<file path="src/rtl/txn_nest_pkg.sv">
// Shared bit positions of the abort status word and the success code.
package txn_nest_pkg;
    localparam int ST_EXPLICIT = 0;
    localparam int ST_RETRY    = 1;
    localparam int ST_CONFLICT = 2;
    localparam int ST_OVERFLOW = 3;
    localparam int ST_BREAK    = 4;
    localparam int ST_NESTED   = 5;
    localparam int ST_IMM_LO   = 24;
    localparam logic [31:0] BEGIN_OK = 32'hFFFF_FFFF;

    typedef struct packed {
        logic       explicit_ab;
        logic       conflict;
        logic       overflow;
        logic       breakpt;
        logic       nested;
        logic [7:0] imm;
    } abort_cause_t;
endpackage

</file>
<file path="src/rtl/txn_depth_ctr.sv">
// Nesting depth counter.
// Assumes inc and dec are never raised together; clr wins over both.
module txn_depth_ctr #(
    parameter int MAX_NEST = 4,
    localparam int DW = $clog2(MAX_NEST + 1)
) (
    input  logic          clk,
    input  logic          rst_n,
    input  logic          inc,
    input  logic          dec,
    input  logic          clr,
    output logic [DW-1:0] depth_o,
    output logic          at_max_o,
    output logic          nz_o,
    output logic          deep_o
);
    logic [DW-1:0] depth_q;

    // Update the depth: clear on abort, otherwise step up or down.
    always_ff @(posedge clk) begin
        if (!rst_n)   depth_q <= '0;
        else if (clr) depth_q <= '0;
        else if (inc) depth_q <= depth_q + 1'b1;
        else if (dec) depth_q <= depth_q - 1'b1;
    end

    assign depth_o  = depth_q;
    assign at_max_o = (depth_q == DW'(MAX_NEST));
    assign nz_o     = (depth_q != '0);
    assign deep_o   = (depth_q > DW'(1));


    depth_bound_chk: assert property (@(posedge clk) disable iff (!rst_n)
        depth_q <= DW'(MAX_NEST));

    no_inc_dec_chk: assert property (@(posedge clk) disable iff (!rst_n)
        !(inc && dec));
endmodule

</file>
<file path="src/rtl/txn_status_gen.sv">
// Builds the 32-bit abort status word from the causes of one abort.
// Assumes the cause fields are already qualified by an active transaction.
module txn_status_gen
    import txn_nest_pkg::*;
(
    input  abort_cause_t cause,
    output logic [31:0]  status
);
    // Assemble the fields; retry is suppressed by an explicit abort.
    always_comb begin
        status                 = '0;
        status[ST_EXPLICIT]    = cause.explicit_ab;
        status[ST_RETRY]       = cause.conflict && !cause.explicit_ab;
        status[ST_CONFLICT]    = cause.conflict;
        status[ST_OVERFLOW]    = cause.overflow;
        status[ST_BREAK]       = cause.breakpt;
        status[ST_NESTED]      = cause.nested;
        status[ST_IMM_LO +: 8] = cause.explicit_ab ? cause.imm : 8'h00;
    end
endmodule

</file>
<file path="src/rtl/txn_nest_unit.sv">
// Transaction nesting and abort status unit for one hardware thread.
// Flattened nesting: only the outermost begin records the fallback target,
// only the end back to depth 0 commits. All outputs are registered.
// Assumes at most one of begin/end/xabort per cycle.
module txn_nest_unit
    import txn_nest_pkg::*;
#(
    parameter int ADDR_W   = 32,
    parameter int MAX_NEST = 4
) (
    input  logic              clk,
    input  logic              rst_n,
    input  logic              begin_req,
    input  logic [ADDR_W-1:0] begin_target,
    input  logic              end_req,
    input  logic              xabort_req,
    input  logic [7:0]        xabort_imm,
    input  logic              test_req,
    input  logic              conflict_i,
    input  logic              overflow_i,
    input  logic              breakpoint_i,
    input  logic              abort_other_i,
    output logic [31:0]       status_o,
    output logic [ADDR_W-1:0] fallback_o,
    output logic              test_val,
    output logic              commit_o,
    output logic              abort_o,
    output logic              illegal_o
);
    localparam int DW = $clog2(MAX_NEST + 1);

    logic [DW-1:0] depth;
    logic          at_max, in_txn, deep;
    logic          ext_abort, nest_ovf, do_abort;
    logic          do_inc, do_dec, do_commit, do_illegal;
    abort_cause_t  cause;
    logic [31:0]   ab_status;

    // Decide this cycle's action from requests and current depth.
    always_comb begin
        ext_abort  = in_txn && (conflict_i || overflow_i || breakpoint_i ||
                                abort_other_i || xabort_req);
        nest_ovf   = !ext_abort && begin_req && at_max;
        do_abort   = ext_abort || nest_ovf;
        do_inc     = !do_abort && begin_req;
        do_dec     = !do_abort && !begin_req && end_req && in_txn;
        do_commit  = do_dec && (depth == DW'(1));
        do_illegal = !begin_req && !in_txn && (end_req || xabort_req);
    end

    // Collect the causes that shape the status word.
    always_comb begin
        cause.explicit_ab = ext_abort && xabort_req;
        cause.conflict    = ext_abort && conflict_i;
        cause.overflow    = (ext_abort && overflow_i) || nest_ovf;
        cause.breakpt     = ext_abort && breakpoint_i;
        cause.nested      = deep;
        cause.imm         = xabort_imm;
    end

    txn_depth_ctr #(.MAX_NEST(MAX_NEST)) u_depth (
        .clk      (clk),
        .rst_n    (rst_n),
        .inc      (do_inc),
        .dec      (do_dec),
        .clr      (do_abort),
        .depth_o  (depth),
        .at_max_o (at_max),
        .nz_o     (in_txn),
        .deep_o   (deep)
    );

    txn_status_gen u_status (
        .cause  (cause),
        .status (ab_status)
    );

    // Register strobes, the query answer and the result word.
    always_ff @(posedge clk) begin
        if (!rst_n) begin
            status_o  <= '0;
            test_val  <= 1'b0;
            commit_o  <= 1'b0;
            abort_o   <= 1'b0;
            illegal_o <= 1'b0;
        end else begin
            commit_o  <= do_commit;
            abort_o   <= do_abort;
            illegal_o <= do_illegal;
            test_val  <= test_req && in_txn;
            if (do_abort)    status_o <= ab_status;
            else if (do_inc) status_o <= BEGIN_OK;
        end
    end

    // Latch the fallback target on the outermost begin only.
    always_ff @(posedge clk) begin
        if (!rst_n)                  fallback_o <= '0;
        else if (do_inc && !in_txn)  fallback_o <= begin_target;
    end


    abort_clears_chk: assert property (@(posedge clk) disable iff (!rst_n)
        abort_o |-> (depth == '0));

    commit_depth_chk: assert property (@(posedge clk) disable iff (!rst_n)
        commit_o |-> (depth == '0) && !abort_o);

    retry_excl_chk: assert property (@(posedge clk) disable iff (!rst_n)
        (abort_o && status_o[ST_EXPLICIT]) |-> !status_o[ST_RETRY]);

    reserved_zero_chk: assert property (@(posedge clk) disable iff (!rst_n)
        abort_o |-> (status_o[23:6] == '0));

    illegal_hold_chk: assert property (@(posedge clk) disable iff (!rst_n)
        illegal_o |-> (depth == '0) && !commit_o && !abort_o);

    inner_target_chk: assert property (@(posedge clk) disable iff (!rst_n)
        (begin_req && in_txn) |=> $stable(fallback_o));
endmodule

</file>
<file path="config.mk">
export PLATFORM = sky130hd
export DESIGN_NAME = txn_nest_unit
export DESIGN_NICKNAME = d
export VERILOG_FILES = /design/src/rtl/txn_nest_pkg.sv /design/src/rtl/txn_depth_ctr.sv /design/src/rtl/txn_status_gen.sv /design/src/rtl/txn_nest_unit.sv
export SDC_FILE = /design/constraint.sdc
export NUM_CORES = 1
export LEC_CHECK = 0
export BUFFER_PORTS_ARGS = -buffer_cell sky130_fd_sc_hd__buf_2
export CAP_MARGIN = 10
export CORE_UTILIZATION = 40
export CTS_CLUSTER_DIAMETER = 120
export DETAILED_ROUTE_END_ITERATION = 6
export HOLD_SLACK_MARGIN = 0.03
export PLACE_DENSITY = 0.84
export SYNTH_ARGS = -nofsm -noshare
export SYNTH_HDL_FRONTEND = slang
export SYNTH_SLANG_ARGS = --single-unit
</file>
<file path="constraint.sdc">
create_clock -name clk -period 1.9 [get_ports clk]
set_input_delay 0.38 -clock clk [delete_from_list [all_inputs] [get_ports clk]]
set_output_delay 0.38 -clock clk [all_outputs]
set_load 0.05 [all_outputs]
</file>
; ---- After elaboration in Yosys (flattened, before gate mapping)
; Index checks and enable logic that the tools add are counted.
[word_totals]
register_bits = 54
inputBits = 50
elab_cells = 52
[op_classes]
addsub = 2
order_cmp = 1
eq_ne = 2
mux = 5
bitwise_logic = 1
reduce_logical = 33
[op_table]
columns = cell, count
row1 = $mux W32, 2
row2 = $logic_and A1 B1 Y1, 17
row3 = $mux W8, 1
row4 = $logic_or A1 B1 Y1, 7
row5 = $mux W3, 2
row6 = $logic_not A1 Y1, 5
row7 = $reduce_bool A2 Y1, 2
row8 = $add A3 B1 Y3 const B, 1
row9 = $eq A3 B1 Y1 const B, 1
row10 = $eq A3 B3 Y1 const B, 1
row11 = $gt A3 B1 Y1 const B, 1
row12 = $reduce_bool A3 Y1, 1
row13 = $sub A3 B1 Y3 const B, 1
row14 = $reduce_or A2 Y1, 1
row15 = $not A1 Y1, 1

; ---- Longest topological paths before layout
; Gate-level depths: netlist of run 1.
[logic_depth]
depth_word = 15
depth_mapped = 7
depth_no_buf = 6

; ---- By module
; From an unflattened synthesis of run 1, not the netlist that was laid out.
[unflattened]
hier_cells = 335
area_unflattened_um2 = 3176.8
[modules_own_cells]
columns = module, instances, cells_per_inst, area_each_um2, seq_area_each_um2
row1 = txn_nest_unit, 1, 276, 2727.6, 1361.3
row2 = txn_status_gen, 1, 33, 232.7, 0.0
row3 = txn_depth_ctr, 1, 26, 216.5, 60.1

; ---- Least setup slack after synthesis of run 1
; OpenSTA, ideal clock, no wires.
[synth_timing]
kind = register to register
from = register u_depth.depth_q[0] (netlist: u_depth.depth_o[0])
to = register status_o[4]
setup_ns = 0.128
t_arrival_ns = 1.525
required_ns = 1.772
setup_slack_ns = 0.247
stages_incl_launch_ff = 8
path_buffers = 1
cell_sequence = dfxtp_1 -> inv_1 -> ha_1 -> nand3b_1 -> o41ai_4 -> buf_6 -> a311oi_1 -> nor2_1
[synth_via]
elab_chain_len = 9
word_cells_on_any_way = 12
classes_between = 1 x eq/ne / 1 x mux / 10 x reduce/logical
[synth_rtl]
columns = item, line
row1 = "start, declared", txn_depth_ctr.sv:17  ; logic [DW-1:0] depth_q;
row2 = "start signal, assigned", txn_depth_ctr.sv:23  ; else if (inc) depth_q <= depth_q + 1'b1;
row3 = "start signal, assigned", txn_depth_ctr.sv:24  ; else if (dec) depth_q <= depth_q - 1'b1;
row4 = $reduce_bool A3 Y1, txn_depth_ctr.sv:29  ; assign nz_o = (depth_q != '0);
row5 = $logic_and A1 B1 Y1, txn_nest_unit.sv:41  ; ext_abort = in_txn && (conflict_i || overflow_i || breakpoint_i ||
row6 = $logic_not A1 Y1, txn_nest_unit.sv:43  ; nest_ovf = !ext_abort && begin_req && at_max;
row7 = $logic_and A1 B1 Y1 (2 in a row), txn_nest_unit.sv:43
row8 = $logic_or A1 B1 Y1, txn_nest_unit.sv:44  ; do_abort = ext_abort || nest_ovf;
row9 = $logic_not A1 Y1, txn_nest_unit.sv:45  ; do_inc = !do_abort && begin_req;
row10 = $logic_and A1 B1 Y1, txn_nest_unit.sv:45
row11 = $reduce_bool A2 Y1 (no source line), --
row12 = "end signal, assigned", txn_nest_unit.sv:91  ; if (do_abort) status_o <= ab_status;
row13 = "end, declared", txn_nest_unit.sv:23  ; output logic [31:0] status_o,
; Parallel ways exist; a longest one is shown, timed or not.
; A chain may end at the register's enable or synchronous reset.

; ---- Final worst setup path of run 1
[layout_timing]
from = register u_depth.depth_q[1] (netlist: u_depth.depth_o[1])
to = register status_o[4]
; Same word-level chain as after synthesis.

==> results of run 1 <==
==> where the power goes <==
part           internal, W  total, W  switching [W]
clock             0.000259  0.000616       0.000356
sequential         0.00130   0.00139      0.0000880
combinational     0.000445   0.00173        0.00128
total              0.00200   0.00373        0.00173
==> state kept, by name, summed over array words and instances (netlist names) <==
signal and count:
abort_o 1, commit_o 1, fallback_o 32, illegal_o 1, status_o 15, test_val 1
u_depth.depth_o 3
==> layout make-up <==
| type | count | area (sq um) | share of cell area [%] |
|---|---|---|---|
| sequential | 54 | 1080 | 37.7 |
| multi-input combinational | 172 | 910 | 31.7 |
| timing repair buffer | 126 | 678 | 23.6 |
| tap | 70 | 87.6 | 3.05 |
| clock buffer | 5 | 68.8 | 2.40 |
| inverter | 6 | 22.5 | 0.785 |
| clock inverter | 3 | 21.3 | 0.741 |
==> layer usage <==
layer	wire length [microns]	vias up	part of all wire [%]
li1	-	1066	-
met1	2390	961	46
met2	2400	93	46
met3	370	2	7.1
met4	24	0	0.46
met5	0	-	0
==> worst paths after layout <==
kind                       from  slack [ns]  cells after the start              to
min reg2reg       fallback_o[7]        0.45                      2   fallback_o[7]
min            begin_target[13]        0.31                      3  fallback_o[13]
max reg2reg  u_depth.depth_o[1]        0.22                      7     status_o[4]
max          u_depth.depth_o[1]        0.22                      7     status_o[4]
==> cell usage in the layout (no fill, tap or decap), drive strengths merged, types with 2 or more instances in the layout <==
master  synthesis  final
buf            20    126
nand2          67     67
dfxtp          54     54
a21oi          49     49
nand3          10     10
nor2            9      9
inv             5      5
clkbuf         12      5
nor3            4      4
ha              4      4
o221a           3      3
and2            3      3
o21ai           3      3
clkinv          1      3
mux2i           2      2
a311oi          2      2
==> cells by family (layout without fill, tap and decap cells) <==
group | after synthesis | in the layout | share of synthesized area (%)
flops | 54 | 54 | 49.1
simple gates | 102 | 102 | 20.1
mux | 2 | 2 | 0.909
buf+inv | 38 | 140 | 9.83
compound gates | 64 | 64 | 17.8
fa+ha+maj | 4 | 4 | 2.27
==> per-stage QoR <==
stage	hold slack (ns)	setup slack [ns]	power, W
after floorplan	0.446	0.248	0.00279
after global placement	0.439	0.146	0.00311
after detailed placement	0.445	0.0821	0.00314
after CTS	0.298	0.154	0.00377
after global routing	0.291	0.0576	0.00396
final	0.314	0.217	0.00373
==> critical path, cell delays in order, from the launching register on <==
cell and delay (ns):
dfxtp_1 0.37, inv_1 0.10, ha_2 0.23, nand2b_1 0.18
o21ai_1 0.16, buf_4 0.21, a311oi_1 0.27, nor2_1 0.06
==> what timing repair did <==
action,4_1_cts,5_1_grt
gates resized for setup,0,1
setup endpoints to repair,0,9
setup buffers,0,0
hold buffers,0,0
==> impl_metrics.yaml, run 1 <==
finish:
  n_antenna_cell: 0
  layout-drive-gt1-share_pct: 39.1
  fillers: 511
  design_area_sq_um: 2870
  layout.nets: 419
  areaGrowthSynthToFinish_pct: 30.3
  fin_util_pct: 55.1
  instances_no_fill: 436
place:
  hpwl_microns: 3810
  dpl.cell_count: 428
  io_buffers: 117
  place.gp.congestion: 0.877
  placed_area_sq_um: 2780
clock_tree:
  cts-root-buf: "clkbuf_8"
  cts_sinks: 54
  clock_path_buffers: 2
  cts_buffers: 5
  clk_pin_slew_worst_paths_ns: 0.10
  h-tree-depth: 2
  clk-insertion-delay-late_ns: 0.29
  cts_tree: "yes"
run:
  drv_cap: 0
power_and_ir_drop:
  worst_ir_drop_vdd_mv: 0.645
  p_leak_nw: 1.42
  powerDensity_nw_per_um2: 1300
die:
  io_pins: 118
  fp.coreArea_sq_um: 5200
  rows: 26
  die_area_sq_um: 5810
  fp.dieW_microns: 76.2
  dieHeight_microns: 76.2
  floorplan.initialDensity_pct: 42.3
sta:
  slew_headroom_pct: 72.3
  finalClockSkew_ns: 0.00769
  tightest_slew_ns: 0.415
  setup_viol: 0
  slew_violations: 0
  min_period_over_period_pct: 88.6
  period_minus_slack_ns: 1.68
  final-hold-violation-count: 0
  grt_setup_unrepaired: "false"
  finalSetupTns_ns: 0
  fmax_mhz: 594
detailed_routing:
  drc: 0
  dr.pass1.iters: 6
  vias: 2122
  routedWlPerCell_microns: 11.9
  totalWireLength_microns: 5190
  initialDrtViolationCount: 95
  viasPerCell: 4.87
  ant_nets: 0
logic_synthesis:
  synth_ff_type: "dfxtp_1"
  synth_area_leader_cell: "dfxtp_1"
  async_reset_ff_share_pct: 0
  yosysWarnings: 0
  synth_edf_count: 0
  synth_top_cell_area_share_pct: 49.1
  synth_area_sq_um: 2200
  syn_inst: 264
  syn_avg_cell_area_sq_um: 8.34
  synth_most_common_cell: "nand2_1"
  ys_seq_area_share_pct: 49.1
  synth-seq-cells: 54
  syn-num-nets: 318
  netlist_top_cells_count: "nand2_1, dfxtp_1, a21oi_1, buf_4, clkbuf_1"
  synth.lib_cells_used.distinct: 37
  synth.top_cells.by_area: "dfxtp_1, nand2_1, a21oi_1"
global_route:
  grt_usage_pct: 18.3
  gr-max-usage-layer: "met2"
  use_met2_pct: 32.3
  grt_start_max_net_pins: 33
  grt_pass1_wl_microns: 8800
  grt_overflow: 0
  antenna_found_initial: 0
  grt.met3_usage_pct: 3.71
  grt_pass1_vias: 1961
  use_met1_pct: 22.7
setup_path:
  end_kind: "register"
  start_kind: "register"
  critPathArrivalTime_ns: 1.87
  setup.worst_path.class: "reg2reg"
  cp_max_fo: 11
  crit_required_ns: 2.09
status:
  status: "finished, final reports clean"
min_path:
  hold_path.class: "in2reg"
No activity file was read; power rests on OpenSTA's default activity.
==> inputs of run 2 (changes only) <==
--- a/config.mk
+++ b/config.mk
@@ -7,11 +7,11 @@
 export LEC_CHECK = 0
 export BUFFER_PORTS_ARGS = -buffer_cell sky130_fd_sc_hd__buf_2
 export CAP_MARGIN = 10
-export CORE_UTILIZATION = 40
+export CORE_UTILIZATION = 44
 export CTS_CLUSTER_DIAMETER = 120
 export DETAILED_ROUTE_END_ITERATION = 6
 export HOLD_SLACK_MARGIN = 0.03
-export PLACE_DENSITY = 0.84
+export PLACE_DENSITY = 0.9
 export SYNTH_ARGS = -nofsm -noshare
 export SYNTH_HDL_FRONTEND = slang
 export SYNTH_SLANG_ARGS = --single-unit
==> impl_metrics.yaml, run 2 (synthesis results as in run 1) <==
power_and_ir_drop:
  worst_ir_drop_vdd_mv: 0.634
  p_leak_nw: 1.42
  combPwrFrac_pct: 45.4
  seqPwrFrac_pct: 36.5
  switchingPower_w: 0.00177
  powerDensity_nw_per_um2: 1320
  swShare_pct: 46.3
  pwr-share-clk_pct: 18.1
  intPower_w: 0.00205
detailed_routing:
  totalWireLength_microns: 5440
  wl_met3_microns: 397
  initialDrtViolationCount: 172
  highest_layer: "met4"
  drc: 0
  vias: 2146
  routedWlPerCell_microns: 12.5
  wl_met1_microns: 2280
  ant_nets: 0
  dr.pass1.iters: 4
  viasPerCell: 4.94
  wl_met2_microns: 2610
setup_path:
  critPathArrivalTime_ns: 1.99
  crit_required_ns: 2.15
  setup.worst_path.class: "reg2reg"
  cp_max_fo: 14
  end_kind: "register"
  cp_slowest_stage_delay_ns: 0.45
  path_delay_family: "compound AO/OA/AOI/OAI gates"
  path_buf_inv: 2
  cp_slowest_cell: "dfxtp_1"
  start_kind: "register"
  path_cells: "inv_1 -> ha_2 -> nand3b_1 -> o41ai_4 -> buf_12 -> a211o_1 -> a21oi_2"
  worst-r2r-setup-slack_ns: 0.16
sta:
  setup_viol: 0
  slew_violations: 0
  grt_setup_unrepaired: "false"
  min_period_over_period_pct: 91.6
  finalSetupTns_ns: 0
  final-hold-violation-count: 0
  fmax_mhz: 575
  finalClockSkew_ns: 0.0125
  period_minus_slack_ns: 1.74
  tightest_slew_ns: 0.403
  slew_headroom_pct: 73.1
  finalWorstSetupSlack_ns: 0.160
place:
  dp_slack_ns: 0.0799
  io_buffers: 117
  place.gp.congestion: 0.917
  hpwl_microns: 3880
clock_tree:
  clock_path_buffers: 2
  postCtsSetupBuffers: 0
  clk_pin_slew_worst_paths_ns: 0.10
  cts.hold.buffers_added: 0
  h-tree-depth: 2
  cts_buffers: 5
  cts-root-buf: "clkbuf_8"
  clk-insertion-delay-late_ns: 0.31
  postCtsResizedCells: 0
  cts_sinks: 54
  cts_tree: "yes"
finish:
  areaGrowthSynthToFinish_pct: 31.2
  layout-drive-gt1-share_pct: 39.5
  layout.nets: 420
  fillers: 435
  largest_reg_flops: 32
  layout_common_cells: "buf_2, nand2_1, dfxtp_1"
  layout_commonest_cell: "buf_2"
  largest-register: "fallback_o"
  n_antenna_cell: 0
global_route:
  grt_overflow: 0
  grt_pass1_vias: 1896
  grt_start_max_net_pins: 33
  grt_usage_pct: 20.7
  antenna_found_initial: 0
  grt_pass1_wl_microns: 8520
die:
  dieHeight_microns: 72.7
  fp.coreArea_sq_um: 4750
  rows: 25
  die_area_sq_um: 5290
  floorplan.initialDensity_pct: 46.3
  fp.dieW_microns: 72.7
  io_pins: 118
min_path:
  hold_path.class: "in2reg"
status:
  status: "finished, final reports clean"
run:
  drv_cap: 0
-- run 2: stage by stage --
| step | total power [W] | instances | util, % | hold slack (ns) | area, sq um |
|---|---|---|---|---|---|
| floorplan | 0.00279 | 264 | - | 0.446 | 2200 |
| global placement | 0.00310 | 426 | 58.5 | 0.439 | 2780 |
| detailed placement | 0.00313 | 426 | 58.5 | 0.443 | 2780 |
| CTS | 0.00382 | 434 | 60.6 | 0.283 | 2880 |
| global route | 0.00401 | 434 | 60.8 | 0.272 | 2890 |
| finish | 0.00381 | 434 | 60.8 | 0.292 | 2890 |
-- run 2: worst reg2reg max path: cells and delay by family (launching register included) --
kind,cells,cell delay [ns]
AO/OA/AOI/OAI,3,0.55
flip-flops,1,0.45
AND/OR/NAND/NOR,1,0.17
adder cells (fa/ha/maj),1,0.26
buffers and inverters,2,0.27
-- run 2: final timing paths --
path / start / endpoint / cells past startpoint
worst max-delay path: u_depth.depth_o[0] / u_depth.depth_o[1] / 7
worst min register to register: fallback_o[1] / fallback_o[1] / 2
worst max register to register: u_depth.depth_o[0] / u_depth.depth_o[1] / 7
worst min-delay path: begin_target[29] / fallback_o[29] / 3
-- run 2: layer usage --
metal / track usage (%) / up-vias
li1: - / 1074
met1: 24.8 / 955
met2: 34.9 / 100
met3: 4.70 / 17
met4: 10.2 / 0
met5: 0 / -
-- run 2: area by class of cell --
| type | instances | area (sq um) | area share, % |
|---|---|---|---|
| flip-flops and latches | 54 | 1080 | 37.4 |
| multi-input cells | 172 | 917 | 31.7 |
| repair buffers | 127 | 686 | 23.7 |
| well taps | 67 | 83.8 | 2.90 |
| clock buffers | 6 | 82.6 | 2.86 |
| inverters | 6 | 22.5 | 0.780 |
| clock inverters | 2 | 16.3 | 0.563 |
-- run 2: power groups by stage --
stage          Clock [W]  Sequential, W  Combinational, W
2_1_floorplan          0        0.00196          0.000830
3_3_place_gp           0        0.00141           0.00170
3_5_place_dp           0        0.00142           0.00172
4_1_cts         0.000709        0.00139           0.00172
5_1_grt         0.000754        0.00141           0.00184
6_report        0.000690        0.00139           0.00173
